File: src/rtl/vid422_pkg.sv
package vid422_pkg;
  typedef enum logic {CH_CB = 1'b0, CH_CR = 1'b1} chroma_e;
  typedef struct packed {
    logic f;
    logic v;
    logic h;
  } trs_flags_t;
endpackage

File: src/rtl/vid422_code_det.sv
module vid422_code_det #(
  parameter int DW      = 10,
  parameter int LSB_IGN = 2
) (
  input  logic [DW-1:0] smp,
  input  logic          narrow,
  output logic          is_max,
  output logic          is_min
);
  // Reserved-code compare; narrow sources only carry the upper bits.
  always_comb begin
    if (narrow) begin
      is_max = &smp[DW-1:LSB_IGN];
      is_min = ~|smp[DW-1:LSB_IGN];
    end else begin
      is_max = &smp;
      is_min = ~|smp;
    end
  end
endmodule

File: src/rtl/vid422_pairer.sv
module vid422_pairer #(
  parameter int DW      = 10,
  parameter int LSB_IGN = 2
) (
  input  logic          clk,
  input  logic          rst,
  input  logic          dual_edge,
  input  logic          cb_on_rise,
  input  logic          narrow,
  input  logic [DW-1:0] s_rise,
  input  logic [DW-1:0] s_fall,
  output logic          pair_vld,
  output logic [DW-1:0] pair_c,
  output logic [DW-1:0] pair_y
);
  localparam logic [DW-1:0] NARROW_MASK = {{(DW-LSB_IGN){1'b1}}, {LSB_IGN{1'b0}}};

  logic [DW-1:0] mask;
  logic [DW-1:0] r_m, f_m;
  logic          rise_max, rise_min;
  logic [DW-1:0] hold;
  logic          slot;
  logic [DW-1:0] prev_fall;
  logic          have_prev;

  assign mask = narrow ? NARROW_MASK : '1;
  assign r_m  = s_rise & mask;
  assign f_m  = s_fall & mask;

  vid422_code_det #(.DW(DW), .LSB_IGN(LSB_IGN)) u_rise_det (
    .smp(r_m), .narrow(narrow), .is_max(rise_max), .is_min(rise_min)
  );

  always_ff @(posedge clk) begin
    if (rst) begin
      hold      <= '0;
      slot      <= 1'b0;
      prev_fall <= '0;
      have_prev <= 1'b0;
      pair_vld  <= 1'b0;
      pair_c    <= '0;
      pair_y    <= '0;
    end else begin
      pair_vld <= 1'b0;
      if (!dual_edge) begin
        // One sample per cycle; a maximum code forces the chroma slot.
        if (rise_max || !slot) begin
          hold <= r_m;
          slot <= 1'b1;
        end else begin
          pair_c   <= hold;
          pair_y   <= r_m;
          pair_vld <= 1'b1;
          slot     <= 1'b0;
        end
      end else if (cb_on_rise) begin
        pair_c   <= r_m;
        pair_y   <= f_m;
        pair_vld <= 1'b1;
      end else begin
        // Luma on the rising edge: chroma came on the previous falling edge.
        prev_fall <= f_m;
        have_prev <= 1'b1;
        if (have_prev) begin
          pair_c   <= prev_fall;
          pair_y   <= r_m;
          pair_vld <= 1'b1;
        end
      end
    end
  end

  logic unused_min;
  assign unused_min = rise_min;
endmodule

File: src/rtl/vid422_trs_parser.sv
module vid422_trs_parser
  import vid422_pkg::*;
#(
  parameter int DW      = 10,
  parameter int LSB_IGN = 2
) (
  input  logic          clk,
  input  logic          rst,
  input  logic          narrow,
  input  logic          pair_vld,
  input  logic [DW-1:0] pair_c,
  input  logic [DW-1:0] pair_y,
  output logic [2*DW-1:0] pix_out,
  output logic          chroma_is_cr,
  output logic          pix_valid,
  output logic          h_active,
  output logic          v_blank,
  output logic          field_id,
  output logic          xy_error
);
  localparam int NLANE = 2;
  localparam int B_ONE = DW - 1;
  localparam int B_F   = DW - 2;
  localparam int B_V   = DW - 3;
  localparam int B_H   = DW - 4;
  localparam int B_P0  = DW - 8;

  logic [DW-1:0] lane [NLANE];
  logic [NLANE-1:0] l_max, l_min;

  assign lane[0] = pair_c;
  assign lane[1] = pair_y;

  for (genvar g = 0; g < NLANE; g++) begin : g_det
    vid422_code_det #(.DW(DW), .LSB_IGN(LSB_IGN)) u_det (
      .smp(lane[g]), .narrow(narrow), .is_max(l_max[g]), .is_min(l_min[g])
    );
  end

  trs_flags_t flg;
  logic [3:0] prot_exp;
  logic       xy_ok;
  logic       trs_pend;
  chroma_e    phase;

  always_comb begin
    flg.f    = pair_y[B_F];
    flg.v    = pair_y[B_V];
    flg.h    = pair_y[B_H];
    prot_exp = {flg.v ^ flg.h, flg.f ^ flg.h, flg.f ^ flg.v, flg.f ^ flg.v ^ flg.h};
    xy_ok    = l_min[0] && pair_y[B_ONE] && (pair_y[B_P0+3:B_P0] == prot_exp);
  end

  always_ff @(posedge clk) begin
    if (rst) begin
      trs_pend     <= 1'b0;
      h_active     <= 1'b0;
      v_blank      <= 1'b1;
      field_id     <= 1'b0;
      xy_error     <= 1'b0;
      pix_valid    <= 1'b0;
      pix_out      <= '0;
      chroma_is_cr <= 1'b0;
      phase        <= CH_CB;
    end else begin
      pix_valid <= 1'b0;
      xy_error  <= 1'b0;
      if (pair_vld) begin
        if (trs_pend) begin
          trs_pend <= 1'b0;
          if (xy_ok) begin
            h_active <= ~flg.h;
            v_blank  <= flg.v;
            field_id <= flg.f;
            if (!flg.h) phase <= CH_CB;
          end else begin
            xy_error <= 1'b1;
          end
        end else if (l_max[0] && l_min[1]) begin
          trs_pend <= 1'b1;
        end else if (h_active && !v_blank) begin
          pix_valid    <= 1'b1;
          pix_out      <= {pair_y, pair_c};
          chroma_is_cr <= (phase == CH_CR);
          phase        <= (phase == CH_CB) ? CH_CR : CH_CB;
        end
      end
    end
  end

  logic unused_det;
  assign unused_det = l_max[1] ^ l_min[1] ^ l_max[0];
endmodule

File: src/rtl/vid422_deint.sv
module vid422_deint #(
  parameter int DW      = 10,
  parameter int LSB_IGN = 2
) (
  input  logic            clk,
  input  logic            rst,
  input  logic            dual_edge_mode,
  input  logic            cb_on_rise,
  input  logic            narrow_mode,
  input  logic [DW-1:0]   din_rise,
  input  logic [DW-1:0]   din_fall,
  output logic [2*DW-1:0] pix_out,
  output logic            chroma_is_cr,
  output logic            pix_valid,
  output logic            h_active,
  output logic            v_blank,
  output logic            field_id,
  output logic            xy_error
);
  logic          pair_vld;
  logic [DW-1:0] pair_c, pair_y;

  vid422_pairer #(.DW(DW), .LSB_IGN(LSB_IGN)) u_pairer (
    .clk(clk), .rst(rst), .dual_edge(dual_edge_mode), .cb_on_rise(cb_on_rise),
    .narrow(narrow_mode), .s_rise(din_rise), .s_fall(din_fall),
    .pair_vld(pair_vld), .pair_c(pair_c), .pair_y(pair_y)
  );

  vid422_trs_parser #(.DW(DW), .LSB_IGN(LSB_IGN)) u_parser (
    .clk(clk), .rst(rst), .narrow(narrow_mode),
    .pair_vld(pair_vld), .pair_c(pair_c), .pair_y(pair_y),
    .pix_out(pix_out), .chroma_is_cr(chroma_is_cr), .pix_valid(pix_valid),
    .h_active(h_active), .v_blank(v_blank), .field_id(field_id), .xy_error(xy_error)
  );
endmodule

File: config.mk
export PLATFORM = sky130hd
export DESIGN_NAME = vid422_deint
export DESIGN_NICKNAME = d
export VERILOG_FILES = /design/src/rtl/vid422_pkg.sv /design/src/rtl/vid422_code_det.sv /design/src/rtl/vid422_pairer.sv /design/src/rtl/vid422_trs_parser.sv /design/src/rtl/vid422_deint.sv
export SDC_FILE = /design/constraint.sdc
export NUM_CORES = 1
export LEC_CHECK = 0
export ABC_CLOCK_PERIOD_IN_PS = 3700
export CORE_UTILIZATION = 35
export DETAILED_ROUTE_END_ITERATION = 10
export GPL_TIMING_DRIVEN = 0
export PLACE_DENSITY = 0.64
export SLEW_MARGIN = 5
export SYNTH_ARGS = -nofsm -noshare
export SYNTH_HDL_FRONTEND = slang
export SYNTH_SLANG_ARGS = --single-unit
File: constraint.sdc
create_clock -name clk -period 3.7 [get_ports clk]
set_input_delay 0.74 -clock clk [delete_from_list [all_inputs] [get_ports clk]]
set_output_delay 0.74 -clock clk [all_outputs]
set_load 0.05 [all_outputs]
## After elaboration in Yosys (flattened, before gate mapping)

Cells that the tools add are included.

- Logic and storage cells: 90
- Bits in registers: 71
- Output and inout port bits: 26
- Input bits: 25

- Bitwise logic cells: 12
- Multiplexer cells: 28
- Reduce and logical (&&, ||, !) cells: 28
- Equality and inequality tests: 6

Operators by type and width:

| cell | number |
|---|---|
| 10-bit two-way mux | 8 |
| 10-bit AND | 2 |
| 10-bit AND reduction | 2 |
| 10-bit OR reduction | 2 |
| 1-bit two-way mux | 19 |
| 8-bit AND reduction | 2 |
| 8-bit OR reduction | 2 |
| 1-bit logical NOT | 6 |
| 1-bit NOT | 6 |
| 2-bit AND reduction | 3 |
| 5-bit AND reduction | 1 |
| 4-bit == test | 1 |
| 1-bit logical AND | 4 |
| 2-bit by 1-bit != test with 1-bit output, second input constant | 2 |
| 2-bit != test, second input constant | 2 |
| 4-bit AND reduction | 1 |
| 4-bit OR reduction | 1 |
| 1-bit XOR | 4 |
| 3-bit by 1-bit != test with 1-bit output, second input constant | 1 |
| 3-bit AND reduction | 1 |
| 3-bit OR reduction | 1 |
| 2-bit two-way mux | 1 |
| 2-bit nonzero test | 1 |
| 1-bit logical OR | 1 |

## Logic depth before layout (Yosys ltp)

Gate-level depths: netlist (run 1).

- Depth in word-level cells: 7
- Gate-level depth with buffers: 9
- Gate-level depth less buffers: 7

## Cells and area by module

Synthesis (run 1) repeated with hierarchy kept, for this count alone.

- Cell total of the unflattened synthesis: 393
- Area, all modules: 3,235.6 µm²

By module, submodules not included:

| module | instances | seq. area each (µm²) | area each (µm²) | cells each |
|---|---|---|---|---|
| vid422_pairer | 1 | 860.8 | 1,885.6 | 227 |
| vid422_trs_parser | 1 | 560.5 | 1,166.1 | 142 |
| vid422_code_det | 3 | 0.0 | 61.3 | 8 |

## Least setup slack after synthesis (run 1)

Ideal clock, no wire load.

- Kind: in2reg
- From: input port narrow_mode
- To: register u_parser.pix_out[0]
- Path buffers: 2
- Data arrival time: 2.004 ns
- Data required time: 3.572 ns
- Path slack: 1.568 ns
- Library setup time: 0.128 ns
- Stages on the path: 6
- Path through: clkbuf_1 -> a31o_2 -> a211oi_2 -> buf_2 -> mux2i_1 -> nor2_1

- Cells in the longest elaborated chain, start to end: 4
- Elaborated cells on any way between the ends: 5
- Those cells by class: mux (2); bitwise (1); reduce/logical (2)

Ends and longest elaborated chain:

| what | line | source |
|---|---|---|
| from (decl) | vid422_deint.sv:9 | `input logic narrow_mode,` |
| 1-bit two-way mux | vid422_code_det.sv:12 | `if (narrow) begin` |
| 1-bit logical AND (*) | vid422_trs_parser.sv:79 | `end else if (l_max[0] && l_min[1]) begin` |
| 1-bit NOT (no line) (*) | n/a |  |
| 4-bit AND reduction (no line) (*) | n/a |  |
| to (signal assigned) | vid422_trs_parser.sv:83 | `pix_out <= {pair_y, pair_c};` |
| to (decl) | vid422_trs_parser.sv:13 | `output logic [2*DW-1:0] pix_out,` |

Mark *: on every way between the ends. The rest lies on a longest branch, timed or not.
A chain may end at the register's enable or synchronous reset.

## Worst setup path in the final report (run 1)

- From: input port din_rise[0]
- To: register u_pairer.pair_c[6]

- Cells in the longest elaborated chain, start to end: 6

Ends and longest elaborated chain:

| what | line | source |
|---|---|---|
| from (decl) | vid422_deint.sv:10 | `input logic [DW-1:0] din_rise,` |
| 10-bit AND | vid422_pairer.sv:27 | `assign r_m = s_rise & mask;` |
| 10-bit AND reduction | vid422_code_det.sv:16 | `is_max = &smp;` |
| 1-bit two-way mux | vid422_code_det.sv:12 |  |
| 1-bit logical OR | vid422_pairer.sv:47 | `if (rise_max \|\| !slot) begin` |
| 2-bit != test (no line) | n/a |  |
| 2-bit AND reduction (no line) | n/a |  |
| to (signal assigned) | vid422_pairer.sv:51 | `pair_c <= hold;` |
| to (signal assigned) | vid422_pairer.sv:57 | `pair_c <= r_m;` |
| to (signal assigned) | vid422_pairer.sv:65 | `pair_c <= prev_fall;` |
| to (decl) | vid422_pairer.sv:13 | `output logic [DW-1:0] pair_c,` |

Every way passes these cells.

==> results.md, run 1 <==
- Site row count: 34
- Final Util: 45.5%
- Largest net degree at the start of global routing: 13
- Post-layout nets: 438
- R2R Setup Slk: 1400 ps
- Peak VDD IR: 0.218 mV
- Fraction of registers with async set/reset: 0%
- # H-tree levels: 3
- Clk root buf: clkbuf_8
- Die Y-Extent: about 97 um
- WL/cell: 15.8 um
- Syn-to-layout area delta: 25.8%
- Core footprint: between 8000 and 9000 um2
- Storage cell area: roughly 1400 um2
- Final worst-path setup slack: 1340 ps
- Routed WL: 8.27 mm
- Area of the multi-input gates: between 1500 and 2000 um2
- Period utilization: 63.7%
- Rel. slew slack: 51.8%
- Clock Sinks: 71
- Syn_nets: 381
- Power per cell area: 436 nW/um2
- Avg Vias per Cell: 5.15
- Critical Path RT: 3930 ps
- Final setup fails: 0
- Flops & latches, synth: 71
- Vias: 2696
- Final Max Tran Viols: 0
- Initial antenna violation count: 0
- Mean Syn Cell Area: 8.92 um2
- Most instantiated library cell after synthesis: nor2_1
- CTS buffer count: 9
- Worst r2r path cells: 9
- Vias in the first global route: 2599
- Layout filler cell count: about 850
- Ranking of synthesized cells by area: dfxtp_1, mux2i_1, nor2_1
- Worst r2r dst: u_parser.pix_out[3]
- Clk buf depth: 2
- Unrepaired setup endpoints after global routing: no
- Skew-Pair Late Insertion Delay: about 350 ps
- Least-Margin Pin Slew: 723 ps
- Fin. Hold Viols: 0
- Detailed Routing Iterations Pass 1: 4
- I/O Buffers: 46
- Min-delay worst type: flop to flop
- Post-synth top cells: nor2_1, dfxtp_1, mux2i_1
- Shortest period the worst path allows: approximately 2400 ps
- Hold Slack: around 450 ps
- Status: finished, final reports clean
- Routability cong.: 0.867
- Max Freq: about 420 MHz
- Post-synthesis sequential area ratio: 44.9%
- Worst Setup Start Kind: input port
- Setup repair bufs after CTS: 0
- Total GRT Usage: 18.2%
- Mapped cell area: 3170 um2
- Main synth FF type: dfxtp_1
- First-pass GRT wire length: between 10 and 15 mm
- Post-DP HPWL: 6.03 mm
- Full die area: 9440 um2
- Max_cap viols: 0
- Crit Path Max Fanout: 10
- # DRC: 0
- End of the worst hold path: u_pairer.prev_fall[2]
- Skew final: 12.3 ps
- LEAKAGE: 1.52 nW
- WS Path Type: input port to flop
- Reg clk slew, reported paths: around 80 ps
- Area leader, netlist: dfxtp_1
- Hold_buf cts: 0
- Yosys cell types: 39
- Worst hold start: u_pairer.prev_fall[2]
- Hold Path Cell Cnt: 2
- Synth top area share: 44.9%
- Synthesis Warnings: 0
- Dpl ws: 1000 ps
- Initial Util: 36.2%
- TritonCTS clock tree: done
- Share of cells above drive strength 1: 6.97%
- Post-synth EDFFs: 0
- # diodes: 0
- Post-route ant nets: 0
- DIE WIDTH: 97.1 um
- Initial drt markers: 163
- Synth Instances: 355
- Critical Path AT: 2590 ps
- Crit path capture type: flop
- I/O pin cnt: 51
- Reg-to-Reg Start: u_pairer.pair_y[6]
- CTS resizes: 0
- Setup TNS: 0 ps
- Overflow after GRT: 0
## worst max path at each step
stage,cells past startpoint,start,end,slack (ps)
after CTS,8,din_rise[9],u_pairer.pair_c[6],1350
after global routing,8,din_rise[0],u_pairer.pair_c[3],1150
after floorplan,6,narrow_mode,u_parser.pix_out[0],1570
after global placement,8,din_rise[8],u_pairer.pair_c[5],1020
after detailed placement,8,din_rise[9],u_pairer.pair_c[5],1000
final,8,din_rise[0],u_pairer.pair_c[6],1340
## logic make-up after synthesis
group / synth area share, %
buffers and inverters: 4.42
xor gates and xnor gates: 0.553
muxes: 19.0
DFF: 44.9
AOI/OAI and AO/OA: 9.87
and+or+nand+nor: 20.9
adders and majority gates: 0.395
## flip-flops by register name, summed over array words and instances (netlist names)
signal                 flops
u_parser.chroma_is_cr      1
u_parser.trs_pend          1
u_pairer.have_prev         1
u_pairer.hold             10
u_parser.xy_error          1
u_pairer.prev_fall        10
u_parser.v_blank           1
u_parser.h_active          1
u_parser.pix_out          20
u_parser.phase             1
u_parser.pix_valid         1
u_pairer.pair_y           10
u_pairer.slot              1
u_parser.field_id          1
u_pairer.pair_c           10
u_pairer.pair_vld          1
## cell type report
class,count,area share (%)
tap,108,3.39
sequential,71,35.7
inverter,5,0.471
buffer,26,3.05
clock inverter,5,2.07
clock buffer,10,3.45
timing repair buffer,46,11.6
multi-input combinational,253,40.3
## power by group
group / internal, mW / total (mW) / leakage (nW) / switching [mW]
logic: 0.0981 / 0.219 / 0.825 / 0.121
registers: 0.795 / 0.826 / 0.579 / 0.0309
clock network: 0.396 / 0.692 / 0.112 / 0.296
## metal layers
layer | part of all wire [%] | wire, um | global-route usage (%) | up-vias
met1 | 46 | 3820 | 23.6 | 1285
met3 | 4.2 | 350 | 3.60 | 15
met5 | 0 | 0 | 0 | -
li1 | - | - | - | 1340
met2 | 47 | 3900 | 29.5 | 56
met4 | 2.3 | 194 | 7.58 | 0
## critical path, cell delays in order
cell and delay [ps]:
clkdlybuf4s50_1 480, a21oi_1 190, o31ai_1 110, a21oi_1 180, buf_2 260, buf_2 330
mux2i_1 240, nor2_1 50
## metrics by stage
step | std cells | instance area, um2 | power (mW)
floorplan | 355 | 3170 | 0.982
global placement | 509 | 3760 | 1.06
detailed placement | 509 | 3760 | 1.06
CTS | 524 | 3980 | 1.75
global route | 524 | 3980 | 1.80
finish | 524 | 3980 | 1.74
## placed cells by master, fill, tap and decap left out, drive strengths merged, types with 5 or more instances in the layout
cell type	netlist	layout
nor2	72	72
mux2i	54	54
dfxtp	71	71
a21oi	29	29
nand3	11	11
inv	5	5
buf	8	8
nand2	34	34
clkdlybuf4s50	0	46
clkbuf	18	28
a311oi	9	9
(Power assumes the default switching activity.)
==> run 2, diff against run 1 <==
ABC_CLOCK_PERIOD_IN_PS = 2360   (was 3700)
clock period = 2.36 ns   (was 3.7 ns; I/O delays follow)
==> run 2 against run 1 <==
Compared with the run above: sequential share of layout area fell by 0.16 points; hold slack improved by 0.74 ps; register-to-register slack got worse by 1300 ps; utilization rose by 0.24 points; sequential cell count did not move; critical endpoint is now u_parser.pix_out[3]; routed wire length fell by 0.21%; clock power rose by 56%; design area rose by 0.53%; largest power group unchanged; total power rose by 56%; critical path depth fell by 1; clock skew barely moved; global-route usage did not move.
==> results.md, run 2 (synthesis results as in run 1) <==
- Largest net degree at the start of global routing: 13
- Placed Cells: 509
- Post-DP HPWL: 6.03 mm
- Status: finished, final reports clean
- Least-Margin Pin Slew: 711 ps
- LEAKAGE: 1.52 nW
- DIE WIDTH: 97.1 um
- First-pass GRT wire length: 13.5 mm
- Site row count: 34
- # diodes: 0
- Reg clk slew, reported paths: about 80 ps
- Most frequent cells in the layout: nor2_1, dfxtp_1, mux2i_1
- Total Power: 2.72 mW
- Syn-to-layout area delta: 26.4%
- Setup TNS: 0 ps
- Commonest non-fill, non-tap cell in the layout: nor2_1
- Worst Setup Start Kind: flop
- # H-tree levels: 3
- Routed WL: 8.25 mm
- Post-layout nets: 439
- Max_cap viols: 0
- Post-route ant nets: 0
- Crit path cell chain: buf_6 -> or4bb_2 -> nor4_4 -> a211oi_4 -> buf_4 -> mux2i_1 -> nor2_1
- Max Freq: 446 MHz
- Overflow after GRT: 0
- Clk buf depth: 2
- Hold_buf cts: 0
- Dpl ws: -68.2 ps
- Core footprint: 8760 um2
- Worst path slowest cell: or4bb_2
- CTS buffer count: 9
- Worst r2r path cells: 7
- Top delay family on crit path: simple AND/OR/NAND/NOR gates
- Share of cells above drive strength 1: 7.43%
- Total GRT Usage: between 10% and 20%
- Final worst-path setup slack: ~120 ps
- WL/cell: about 16 um
- Initial drt markers: 155
- Detailed Routing Iterations Pass 1: 4
- Fin. Hold Viols: 0
- Clk root buf: clkbuf_8
- Shortest period the worst path allows: 2240 ps
- Initial antenna violation count: 0
- Crit Path Max Fanout: 10
- WS Path Type: flop to flop
- Skew final: 11.9 ps
- Max reg flops: 20
- Crit path capture type: flop
- CP Depth: 7
- Top reg by flops: u_parser.pix_out
- Vias in the first global route: 2599
- Final setup fails: 0
- Layout filler cell count: 851
- Full die area: 9440 um2
- I/O Buffers: 46
- Critical Path RT: 2570 ps
- Hold Slack: 455 ps
- I/O pin cnt: 51
- Critical Path AT: between 2000 and 2500 ps
- Peak VDD IR: ~0.34 mV
- Vias: 2719
- Die Y-Extent: 97.1 um
- CP max stage delay: 660 ps
- Min-delay worst type: flop to flop
- Buf/Inv on CP: 2
- TritonCTS clock tree: done
- Rel. slew slack: between 50% and 60%
- Initial Util: between 30% and 40%
- Skew-Pair Late Insertion Delay: 350 ps
- Power per cell area: 678 nW/um2
- Clock Sinks: around 70
- Avg Vias per Cell: 5.18
- Hold Path Cell Cnt: 2
- Non-Filler Instances: 525
- # DRC: 0
- Period utilization: between 90% and 100%
- Final Max Tran Viols: 0
- Routability cong.: 0.867
[run 2: cell types whose count changed in the layout (fill, tap and decap cells not counted)]
cell,change
a211oi_2,-1
a211oi_4,+1
buf_2,-2
buf_4,+3
dfxtp_1,-1
dfxtp_2,+1
[run 2: metrics by stage]
| step | util, % | cell area (um2) |
|---|---|---|
| floorplan | - | 3170 |
| global placement | 42.9 | 3760 |
| detailed placement | 42.9 | 3760 |
| CTS | 45.5 | 3980 |
| global route | 45.7 | 4010 |
| finish | 45.7 | 4010 |
[run 2: power by group]
group          switching, mW  internal (mW)
combinational          0.189          0.153
sequential            0.0480           1.25
clock                  0.459          0.620
total                  0.696           2.02
[run 2: metal layers]
layer  GRT usage [%]  up-vias  wire length [um]
li1                -     1342                 -
met1            23.6     1299              3720
met5               0        -                 0
met3            3.60       11               456
met4            7.58        0               156
met2            29.5       67              3920
[run 2: timing repair]
item	4_1_cts	5_1_grt
setup endpoints to repair	0	20
resized for setup	0	6
buffers inserted	0	1
[run 2: worst paths after layout]
| check | from | end | slack [ps] |
|---|---|---|---|
| min reg2reg | u_pairer.prev_fall[2] | u_pairer.prev_fall[2] | 460 |
| max | u_pairer.pair_y[2] | u_parser.pix_out[3] | 120 |
| max reg2reg | u_pairer.pair_y[2] | u_parser.pix_out[3] | 120 |
| min | u_pairer.prev_fall[2] | u_pairer.prev_fall[2] | 460 |
[run 2: cell type report]
cell class / count / area, um2 / share of cell area [%]
Clock inverter: 5 / 82.6 / 2.06
Buffer: 26 / 126 / 3.16
Multi-Input combinational cell: 253 / 1610 / 40.3
Tap cell: 108 / 135 / 3.37
Timing Repair Buffer: 47 / 468 / 11.7
Clock buffer: 10 / 138 / 3.44
Inverter: 5 / 18.8 / 0.469
Sequential cell: 71 / 1420 / 35.5
[run 2: worst min-delay path, cell delays in order (launching register included)]
cell     delay (ps)
dfxtp_1         310
nand2_1          50
a21oi_1          50
